### config.mk
export PLATFORM = sky130hd
export DESIGN_NAME = req_age_watchdog
export DESIGN_NICKNAME = d
export VERILOG_FILES = /design/src/rtl/agewd_pkg.sv /design/src/rtl/agewd_slot_bank.sv /design/src/rtl/agewd_epoch.sv /design/src/rtl/agewd_scan.sv /design/src/rtl/req_age_watchdog.sv
export SDC_FILE = /design/constraint.sdc
export NUM_CORES = 1
export LEC_CHECK = 0
export ABC_AREA = 1
export BUFFER_PORTS_ARGS = -buffer_cell sky130_fd_sc_hd__buf_4
export CAP_MARGIN = 30
export CORE_UTILIZATION = 60
export CTS_CLUSTER_DIAMETER = 60
export DETAILED_ROUTE_END_ITERATION = 8
export PLACE_DENSITY_LB_ADDON = 0.08
export SYNTH_ARGS = -nofsm -noshare
export SYNTH_HDL_FRONTEND = slang
export SYNTH_SLANG_ARGS = --single-unit
### constraint.sdc
create_clock -name clk -period 8.7 [get_ports clk]
set_input_delay 1.305 -clock clk [delete_from_list [all_inputs] [get_ports clk]]
set_output_delay 1.305 -clock clk [all_outputs]
set_load 0.03 [all_outputs]
### src/rtl/agewd_pkg.sv
package agewd_pkg;

  // Inspection scheduler state.
  typedef enum logic {
    SCH_IDLE  = 1'b0,
    SCH_ARMED = 1'b1
  } sched_state_e;

endpackage

### src/rtl/agewd_slot_bank.sv
module agewd_slot_bank #(
  parameter int SLOTS = 8,
  parameter int TW    = 16,
  localparam int IW   = (SLOTS > 1) ? $clog2(SLOTS) : 1
) (
  input  logic                 clk,
  input  logic                 rst_n,
  input  logic                 alloc_valid,
  input  logic [IW-1:0]        alloc_slot,
  input  logic                 retire_valid,
  input  logic [IW-1:0]        retire_slot,
  input  logic [TW-1:0]        cycle_now,
  output logic [SLOTS-1:0]     slot_live,
  output logic [SLOTS*TW-1:0]  slot_stamp,
  output logic                 alloc_take,
  output logic                 retire_take
);

  logic alloc_in_range;
  logic retire_in_range;

  assign alloc_in_range  = (32'(alloc_slot)  < SLOTS);
  assign retire_in_range = (32'(retire_slot) < SLOTS);

  // An allocation lands only on a free slot, a retire only on a live one.
  assign alloc_take  = alloc_valid  && alloc_in_range  && !slot_live[alloc_slot];
  assign retire_take = retire_valid && retire_in_range &&  slot_live[retire_slot];

  for (genvar g = 0; g < SLOTS; g++) begin : g_slot
    logic          set_here;
    logic          clr_here;
    logic [TW-1:0] stamp_q;
    logic          live_q;

    assign set_here = alloc_take  && (32'(alloc_slot)  == g);
    assign clr_here = retire_take && (32'(retire_slot) == g);

    always_ff @(posedge clk or negedge rst_n) begin
      if (!rst_n) begin
        live_q  <= 1'b0;
        stamp_q <= '0;
      end else if (set_here) begin
        live_q  <= 1'b1;
        stamp_q <= cycle_now;
      end else if (clr_here) begin
        live_q  <= 1'b0;
      end
    end

    assign slot_live[g]              = live_q;
    assign slot_stamp[g*TW +: TW]    = stamp_q;
  end

endmodule

### src/rtl/agewd_epoch.sv
module agewd_epoch
  import agewd_pkg::*;
#(
  parameter int SLOTS  = 8,
  parameter int THRESH = 64,
  localparam int CW    = $clog2(THRESH + 1),
  localparam int NW    = $clog2(SLOTS + 1)
) (
  input  logic          clk,
  input  logic          rst_n,
  input  logic          alloc_take,
  input  logic          retire_take,
  output logic          armed,
  output logic          check_fire,
  output logic [NW-1:0] live_count
);

  localparam logic [CW-1:0] PERIOD_LAST = CW'(THRESH - 1);

  sched_state_e  state_q;
  logic [CW-1:0] wait_q;
  logic [NW-1:0] count_q;
  logic [NW-1:0] count_nxt;

  always_comb begin
    count_nxt = count_q;
    if (alloc_take)  count_nxt = count_nxt + NW'(1);
    if (retire_take) count_nxt = count_nxt - NW'(1);
  end

  assign check_fire = (state_q == SCH_ARMED) && (wait_q == '0);
  assign armed      = (state_q == SCH_ARMED);
  assign live_count = count_q;

  always_ff @(posedge clk or negedge rst_n) begin
    if (!rst_n) begin
      count_q <= '0;
    end else begin
      count_q <= count_nxt;
    end
  end

  always_ff @(posedge clk or negedge rst_n) begin
    if (!rst_n) begin
      state_q <= SCH_IDLE;
      wait_q  <= '0;
    end else begin
      case (state_q)
        SCH_IDLE: begin
          if (alloc_take) begin
            state_q <= SCH_ARMED;
            wait_q  <= PERIOD_LAST;
          end
        end
        default: begin
          if (check_fire) begin
            if (count_nxt != '0) begin
              wait_q <= PERIOD_LAST;
            end else begin
              state_q <= SCH_IDLE;
            end
          end else begin
            wait_q <= wait_q - CW'(1);
          end
        end
      endcase
    end
  end

endmodule

### src/rtl/agewd_scan.sv
module agewd_scan #(
  parameter int SLOTS  = 8,
  parameter int TW     = 16,
  parameter int THRESH = 64,
  localparam int IW    = (SLOTS > 1) ? $clog2(SLOTS) : 1,
  localparam int NW    = $clog2(SLOTS + 1)
) (
  input  logic [SLOTS-1:0]    slot_live,
  input  logic [SLOTS*TW-1:0] slot_stamp,
  input  logic [TW-1:0]       cycle_now,
  output logic                any_old,
  output logic [IW-1:0]       first_old,
  output logic [NW-1:0]       live_ones
);

  localparam logic [TW-1:0] LIMIT = TW'(THRESH);

  logic [SLOTS-1:0] too_old;

  for (genvar g = 0; g < SLOTS; g++) begin : g_age
    logic [TW-1:0] age;
    // Modular difference handles the counter wrapping past zero.
    assign age        = cycle_now - slot_stamp[g*TW +: TW];
    assign too_old[g] = slot_live[g] && (age >= LIMIT);
  end

  always_comb begin
    first_old = '0;
    for (int k = SLOTS - 1; k >= 0; k--) begin
      if (too_old[k]) first_old = IW'(k);
    end
  end

  assign any_old = |too_old;

  always_comb begin
    live_ones = '0;
    for (int k = 0; k < SLOTS; k++) begin
      live_ones = live_ones + NW'(slot_live[k]);
    end
  end

endmodule

### src/rtl/req_age_watchdog.sv
module req_age_watchdog #(
  parameter int SLOTS  = 8,
  parameter int TW     = 16,
  parameter int THRESH = 64,
  localparam int IW    = (SLOTS > 1) ? $clog2(SLOTS) : 1,
  localparam int NW    = $clog2(SLOTS + 1)
) (
  input  logic          clk,
  input  logic          rst_n,
  input  logic          alloc_valid,
  input  logic [IW-1:0] alloc_slot,
  input  logic          retire_valid,
  input  logic [IW-1:0] retire_slot,
  input  logic [TW-1:0] cycle_now,
  output logic          deadlock,
  output logic [IW-1:0] deadlock_slot,
  output logic          tally_err
);

  logic [SLOTS-1:0]    slot_live;
  logic [SLOTS*TW-1:0] slot_stamp;
  logic                alloc_take;
  logic                retire_take;
  logic                armed;
  logic                check_fire;
  logic [NW-1:0]       live_count;
  logic                any_old;
  logic [IW-1:0]       first_old;
  logic [NW-1:0]       live_ones;

  agewd_slot_bank #(.SLOTS(SLOTS), .TW(TW)) u_bank (
    .clk          (clk),
    .rst_n        (rst_n),
    .alloc_valid  (alloc_valid),
    .alloc_slot   (alloc_slot),
    .retire_valid (retire_valid),
    .retire_slot  (retire_slot),
    .cycle_now    (cycle_now),
    .slot_live    (slot_live),
    .slot_stamp   (slot_stamp),
    .alloc_take   (alloc_take),
    .retire_take  (retire_take)
  );

  agewd_epoch #(.SLOTS(SLOTS), .THRESH(THRESH)) u_epoch (
    .clk         (clk),
    .rst_n       (rst_n),
    .alloc_take  (alloc_take),
    .retire_take (retire_take),
    .armed       (armed),
    .check_fire  (check_fire),
    .live_count  (live_count)
  );

  agewd_scan #(.SLOTS(SLOTS), .TW(TW), .THRESH(THRESH)) u_scan (
    .slot_live  (slot_live),
    .slot_stamp (slot_stamp),
    .cycle_now  (cycle_now),
    .any_old    (any_old),
    .first_old  (first_old),
    .live_ones  (live_ones)
  );

  always_ff @(posedge clk or negedge rst_n) begin
    if (!rst_n) begin
      deadlock      <= 1'b0;
      deadlock_slot <= '0;
    end else if (check_fire && any_old && !deadlock) begin
      deadlock      <= 1'b1;
      deadlock_slot <= first_old;
    end
  end

  always_ff @(posedge clk or negedge rst_n) begin
    if (!rst_n) begin
      tally_err <= 1'b0;
    end else if (check_fire && (live_count != live_ones)) begin
      tally_err <= 1'b1;
    end
  end

endmodule

### After elaboration in Yosys (flattened, before gate mapping)

Index checks and enable logic that the tools add are counted.

* word-level logic and storage cells: 151
* bits in registers: 153
* input bits: 26

* order comparisons: 10
* equal/unequal tests: 16
* add/subtract/negate cells: 18
* muxes and demuxes: 38
* reduce and logical (&&, ||, !) cells: 47

Operators with widths (number)
* 16-bit by 7-bit >= comparator with 1-bit output, second input constant: 8
* 16-bit subtractor: 8
* 1-bit logical AND: 30
* 7-bit two-way mux: 4
* 4-bit by 1-bit adder with 4-bit output: 6
* 3-bit == test, second input constant: 8
* 3-bit two-way mux: 8
* 1-bit two-way mux: 22
* 2-bit nonzero test: 9
* 3-bit by 2-bit == test with 1-bit output, second input constant: 4
* 3-bit by 4-bit less-than comparator with 1-bit output, second input constant: 2
* 4-bit two-way mux: 2
* 8-bit OR reduction: 1
* 7-bit logical NOT: 1
* 7-bit by 1-bit subtractor with 7-bit output, second input constant: 1
* 1-bit binary-select mux with 3-bit select: 2
* 3-bit by 1-bit == test with 1-bit output, second input constant: 2
* 3-bit logical NOT: 2
* 4-bit by 1-bit adder with 4-bit output, second input constant: 1
* 4-bit != test: 1
* 4-bit nonzero test: 1
* 4-bit by 1-bit subtractor with 4-bit output, second input constant: 1
* 3-bit != test, second input constant: 1
* 1-bit by 1-bit adder with 2-bit output: 1
* 2 further kinds: 3

### Longest topological paths before layout

* depth in word-level cells: 11
* gate-level depth with buffers: 24
* gate-level depth less buffers: 24

### Hierarchy

A second synthesis with hierarchy kept.

* cell total of the unflattened synthesis: 2109
* area, all modules: 13968.4 um2

Modules (own cells, without submodules)
* agewd_scan: times used 1, seq. area each 0.0 um2, area each 7148.1 um2, cells an instance 1343
* agewd_slot_bank: times used 1, seq. area each 3403.3 um2, area each 5729.2 um2, cells an instance 608
* agewd_epoch: times used 1, seq. area each 300.3 um2, area each 813.3 um2, cells an instance 115
* req_age_watchdog: times used 1, seq. area each 125.1 um2, area each 277.8 um2, cells an instance 43

### Worst setup path before layout

No wires, ideal clock.

* path kind: input -> register
* start point: input port cycle_now[0]
* end point: register deadlock
* stages: 20
* slack: 5.008 ns
* arrival time: 3.568 ns
* required time: 8.576 ns
* path buffers: 0
* setup time: 0.124 ns
* path through: clkinv_1 > ha_1 > fa_1 > inv_1 > nand2_1 > nand2_1 > nand2_1 > nand2_1 > nand2_1 > nand4_1 > nand2_1 > nor2_1 > nand2_1 > o21ai_0 > nand2_1 > nor2_2 > nand2_1 > nand2_2 > inv_2 > or2_1

* word-level cells in the longest chain between the ends: 6

RTL lines
* start: declaration: RTL line req_age_watchdog.sv:14 `input logic [TW-1:0] cycle_now,`
* 16-bit subtractor: RTL line agewd_scan.sv:23 `assign age = cycle_now - slot_stamp[g*TW +: TW];`
* 16-bit by 7-bit >= comparator with 1-bit output: RTL line agewd_scan.sv:24 `assign too_old[g] = slot_live[g] && (age >= LIMIT);`
* 1-bit logical AND: RTL line agewd_scan.sv:24
* 8-bit OR reduction *: RTL line agewd_scan.sv:34 `assign any_old = |too_old;`
* 1-bit logical AND * (2 in a row): RTL line req_age_watchdog.sv:68 `end else if (check_fire && any_old && !deadlock) begin`
* end signal: assignment: RTL line req_age_watchdog.sv:66 `deadlock <= 1'b0;`
* end signal: assignment: RTL line req_age_watchdog.sv:69 `deadlock <= 1'b1;`
* end: declaration: RTL line req_age_watchdog.sv:15 `output logic deadlock,`

Every way passes the cells marked *; elsewhere a longest branch is shown, timed or not.
A chain may end at the register's enable or synchronous reset.

### Final worst setup path

Same ends and word-level chain as after synthesis.

==> flow_summary_export.csv <==
group,metric,value,unit
outcome,status,"finished, final reports clean",
die,start_util,0.614,
die,core_region_area,22700,um^2
pwr,swShare,0.450,
drt,vias,13800,
pwr,p_comb_frac,0.527,
place,gp_congestion,0.929,
grt,overflow,0,
timing,drv_slew,0,
flow_run,max_cap_violations,0,
setup_path,crit_type,"primary input to register",
setup_path,cp_data_arrival_time,4650,ps
cts,ctsRootBufferMaster,"clkbuf_16",
grt,grt_start_max_net_pins,78,
cts,cts_tree,"done",
timing,setup_ws,4360,ps
drt,ant_nets,0,
place,io_buffers,30,
place,dp_slack,3980,ps
drt,drc,0,
cells_and_area,fin_nets,2429,
cts,path_clk_slew,70,ps
cells_and_area,area_growth,8.50,%
setup_path,critPathMaxFanout,16,
timing,setup-tns-final,0,ps
pwr,ir_drop,0.140,mV
pwr,power,3.60,mW
cts,post_cts_buffers,0,
hold_path,whs_path_depth,1,
cells_and_area,utilization,0.666,
timing,rsz0062_at_grt,"false",
synth,syn_inst,2233,
hold_path,hold_class,"register to register",
synth,yosysSeqAreaShare,0.274,
place,dp_hpwl,28800,um
die,io_pins,31,
synth,synthesis.nets,2397,
timing,worst_clock_skew,14.4,ps
die,die_area,23900,um^2
setup_path,critPathCaptureType,"register",
pwr,leakagePower,8.72,nW
drt,drt_wl_total,39200,um
timing,max_freq,0.230,GHz
timing,tightest_slew,1040,ps
synth,ys_types,42,
synth,synth_warnings,0,
synth,netlist_area,13900,um^2
timing,maxSlewHeadroom,0.307,
timing,final-setup-viol-count,0,
timing,post-route-period-util,0.499,
die,die_x,154,um
cts,numCtsBuffers,17,
grt,antenna_found_initial,1,
cts,htree_levels,4,
cts,cts_resized,0,
drt,drt_iter0_markers,994,
pwr,powerDensity,238,nW/um^2
drt,routed_via_density,5.38,
cells_and_area,diodes,0,
setup_path,start_kind,"primary input",
setup_path,rr_worst_depth,10,
grt,grt_pass1_vias,12400,
setup_path,critPathRequiredTime,9010,ps
synth,syn_area_per_cell,6.25,um^2
grt,grt_pass1_wl,62700,um
cts,cts_buffer_depth,2,
cts,hold_buffers,0,
timing,post-route-min-period,4340,ps
pwr,seqPwrFrac,0.272,
cts,cts.sinks,153,
cts,insertion_delay,430,ps
cells_and_area,drive_gt1_frac,0.0443,
synth,ys_ff_latch,153,
die,rows,55,
drt,dr.pass1.iters,5,
timing,finalHoldViolations,0,
drt,wl_per_cell,15.3,um
pwr,p_int,1.98,mW
grt,grt.total_usage,0.338,
pwr,clkPwrFrac,0.201,
pwr,power_switching,1.62,mW
die,fp.dieH,154,um
## worst paths after layout
| kind | start | end | slack (ps) |
|---|---|---|---|
| max in group asynchronous | rst_n | u_bank.g_slot[6].stamp_q[3] | 6710 |
| worst min-delay path | tally_err | tally_err | 480 |
| min in group asynchronous | rst_n | u_bank.g_slot[1].stamp_q[7] | 920 |
| worst max register to register | u_bank.g_slot[1].live_q | tally_err | 5400 |
| worst max-delay path | cycle_now[0] | deadlock | 4360 |
| worst min register to register | tally_err | tally_err | 480 |
## routing by layer
layer | wire, um | vias to the layer above | GRT usage
li1 | - | 7028 | -
met1 | 17500 | 6264 | 0.457
met2 | 17900 | 430 | 0.558
met3 | 2780 | 72 | 0.0524
met4 | 1050 | 2 | 0.107
met5 | 13 | - | 0
## through the flow
stage          instance area (um^2)  cells  hold WS (ps)
2_1_floorplan                 13900   2233           442
3_3_place_gp                  14400   2524           453
3_5_place_dp                  14500   2529           460
4_1_cts                       15100   2561           476
5_1_grt                       15100   2563           490
6_report                      15100   2563           479
## cells in the final DEF, fill, tap and decap left out, drive strengths merged
| cell | n |
|---|---|
| a21boi | 3 |
| nand3 | 155 |
| xor2 | 11 |
| clkinv | 6 |
| nand4 | 30 |
| o2111ai | 1 |
| fa | 12 |
| bufinv | 1 |
| clkbuf | 21 |
| nand3b | 21 |
| nand2 | 820 |
| a211oi | 1 |
| buf | 38 |
| a21oi | 79 |
| dfrtp | 153 |
| a22oi | 2 |
| a31oi | 3 |
| and2 | 12 |
| o21bai | 11 |
| ha | 126 |
| nor3 | 18 |
| o31ai | 4 |
| xnor2 | 9 |
| clkinvlp | 4 |
| o22ai | 3 |
| nor2 | 150 |
| or2 | 6 |
| o21a | 7 |
| a21o | 1 |
| o21ai | 146 |
| inv | 424 |
## critical path, cell delays in order
cell and delay, ps:
buf_4 80, clkinv_1 610, ha_1 570, fa_1 370, inv_1 80, nand2_1 70
nand3_1 110, nand2_1 80, nand3_1 70, nand3_1 80, nor3_1 310, nand2_1 170
nand2_1 110, nand2_1 70, nor2_1 140, nand2_1 80, nand2_2 90, inv_2 40
or2_1 200
## flip-flops by register name, indices dropped and copies added (netlist names)
signal	flops
u_bank.g_slot.stamp_q	128
u_bank.g_slot.live_q	8
u_epoch.wait_q	7
u_epoch.live_count	4
deadlock_slot	3
deadlock	1
tally_err	1
u_epoch.armed	1
## final cells by class
type | instances | area (um^2)
Tap cell | 285 | 357
Clock inverter | 11 | 97.6
Fill cell | 2137 | 7570
Clock buffer | 21 | 460
Sequential cell | 153 | 3830
Timing Repair Buffer | 38 | 367
Inverter | 424 | 1590
Multi-Input combinational cell | 1631 | 8430
## kinds of logic (layout without fill, tap and decap cells)
family / Yosys count / count (layout) / synth area share
DFF: 153 / 153 / 0.274
and+or+nand+nor: 1212 / 1212 / 0.360
AOI/OAI and AO/OA: 261 / 261 / 0.101
xor gates and xnor gates: 20 / 20 / 0.0126
buffers and inverters: 449 / 494 / 0.121
adders and majority gates: 138 / 138 / 0.130
## synthesized netlist by cell type (all sizes together)
cell type	instances	area share
nand2	820	0.22
clkinv	1	0.00027
a31oi	3	0.0013
fa	12	0.017
clkbuf	18	0.0048
or2	6	0.0027
a21oi	79	0.029
dfrtp	153	0.27
a21o	1	0.00054
nand3b	21	0.011
o22ai	3	0.0013
a21boi	3	0.0019
o21ai	146	0.053
buf	7	0.0025
and2	12	0.0054
o31ai	4	0.0022
xor2	11	0.0069
o2111ai	1	0.00063
xnor2	9	0.0057
a211oi	1	0.00054
nor3	18	0.0072
o21a	7	0.0038
nor2	150	0.041
ha	126	0.11
o21bai	11	0.0059
inv	423	0.11
a22oi	2	0.0011
nand4	30	0.013
nand3	155	0.056
## power groups by stage
stage	Clock (mW)	Combinational, mW	Sequential (mW)
floorplan	0	1.45	0.961
global placement	0	1.81	0.988
detailed placement	0	1.87	0.992
CTS	0.730	1.88	0.980
global route	0.756	2.18	1.00
finish	0.725	1.90	0.982
Note: power is estimated with default switching activity, not from simulation.
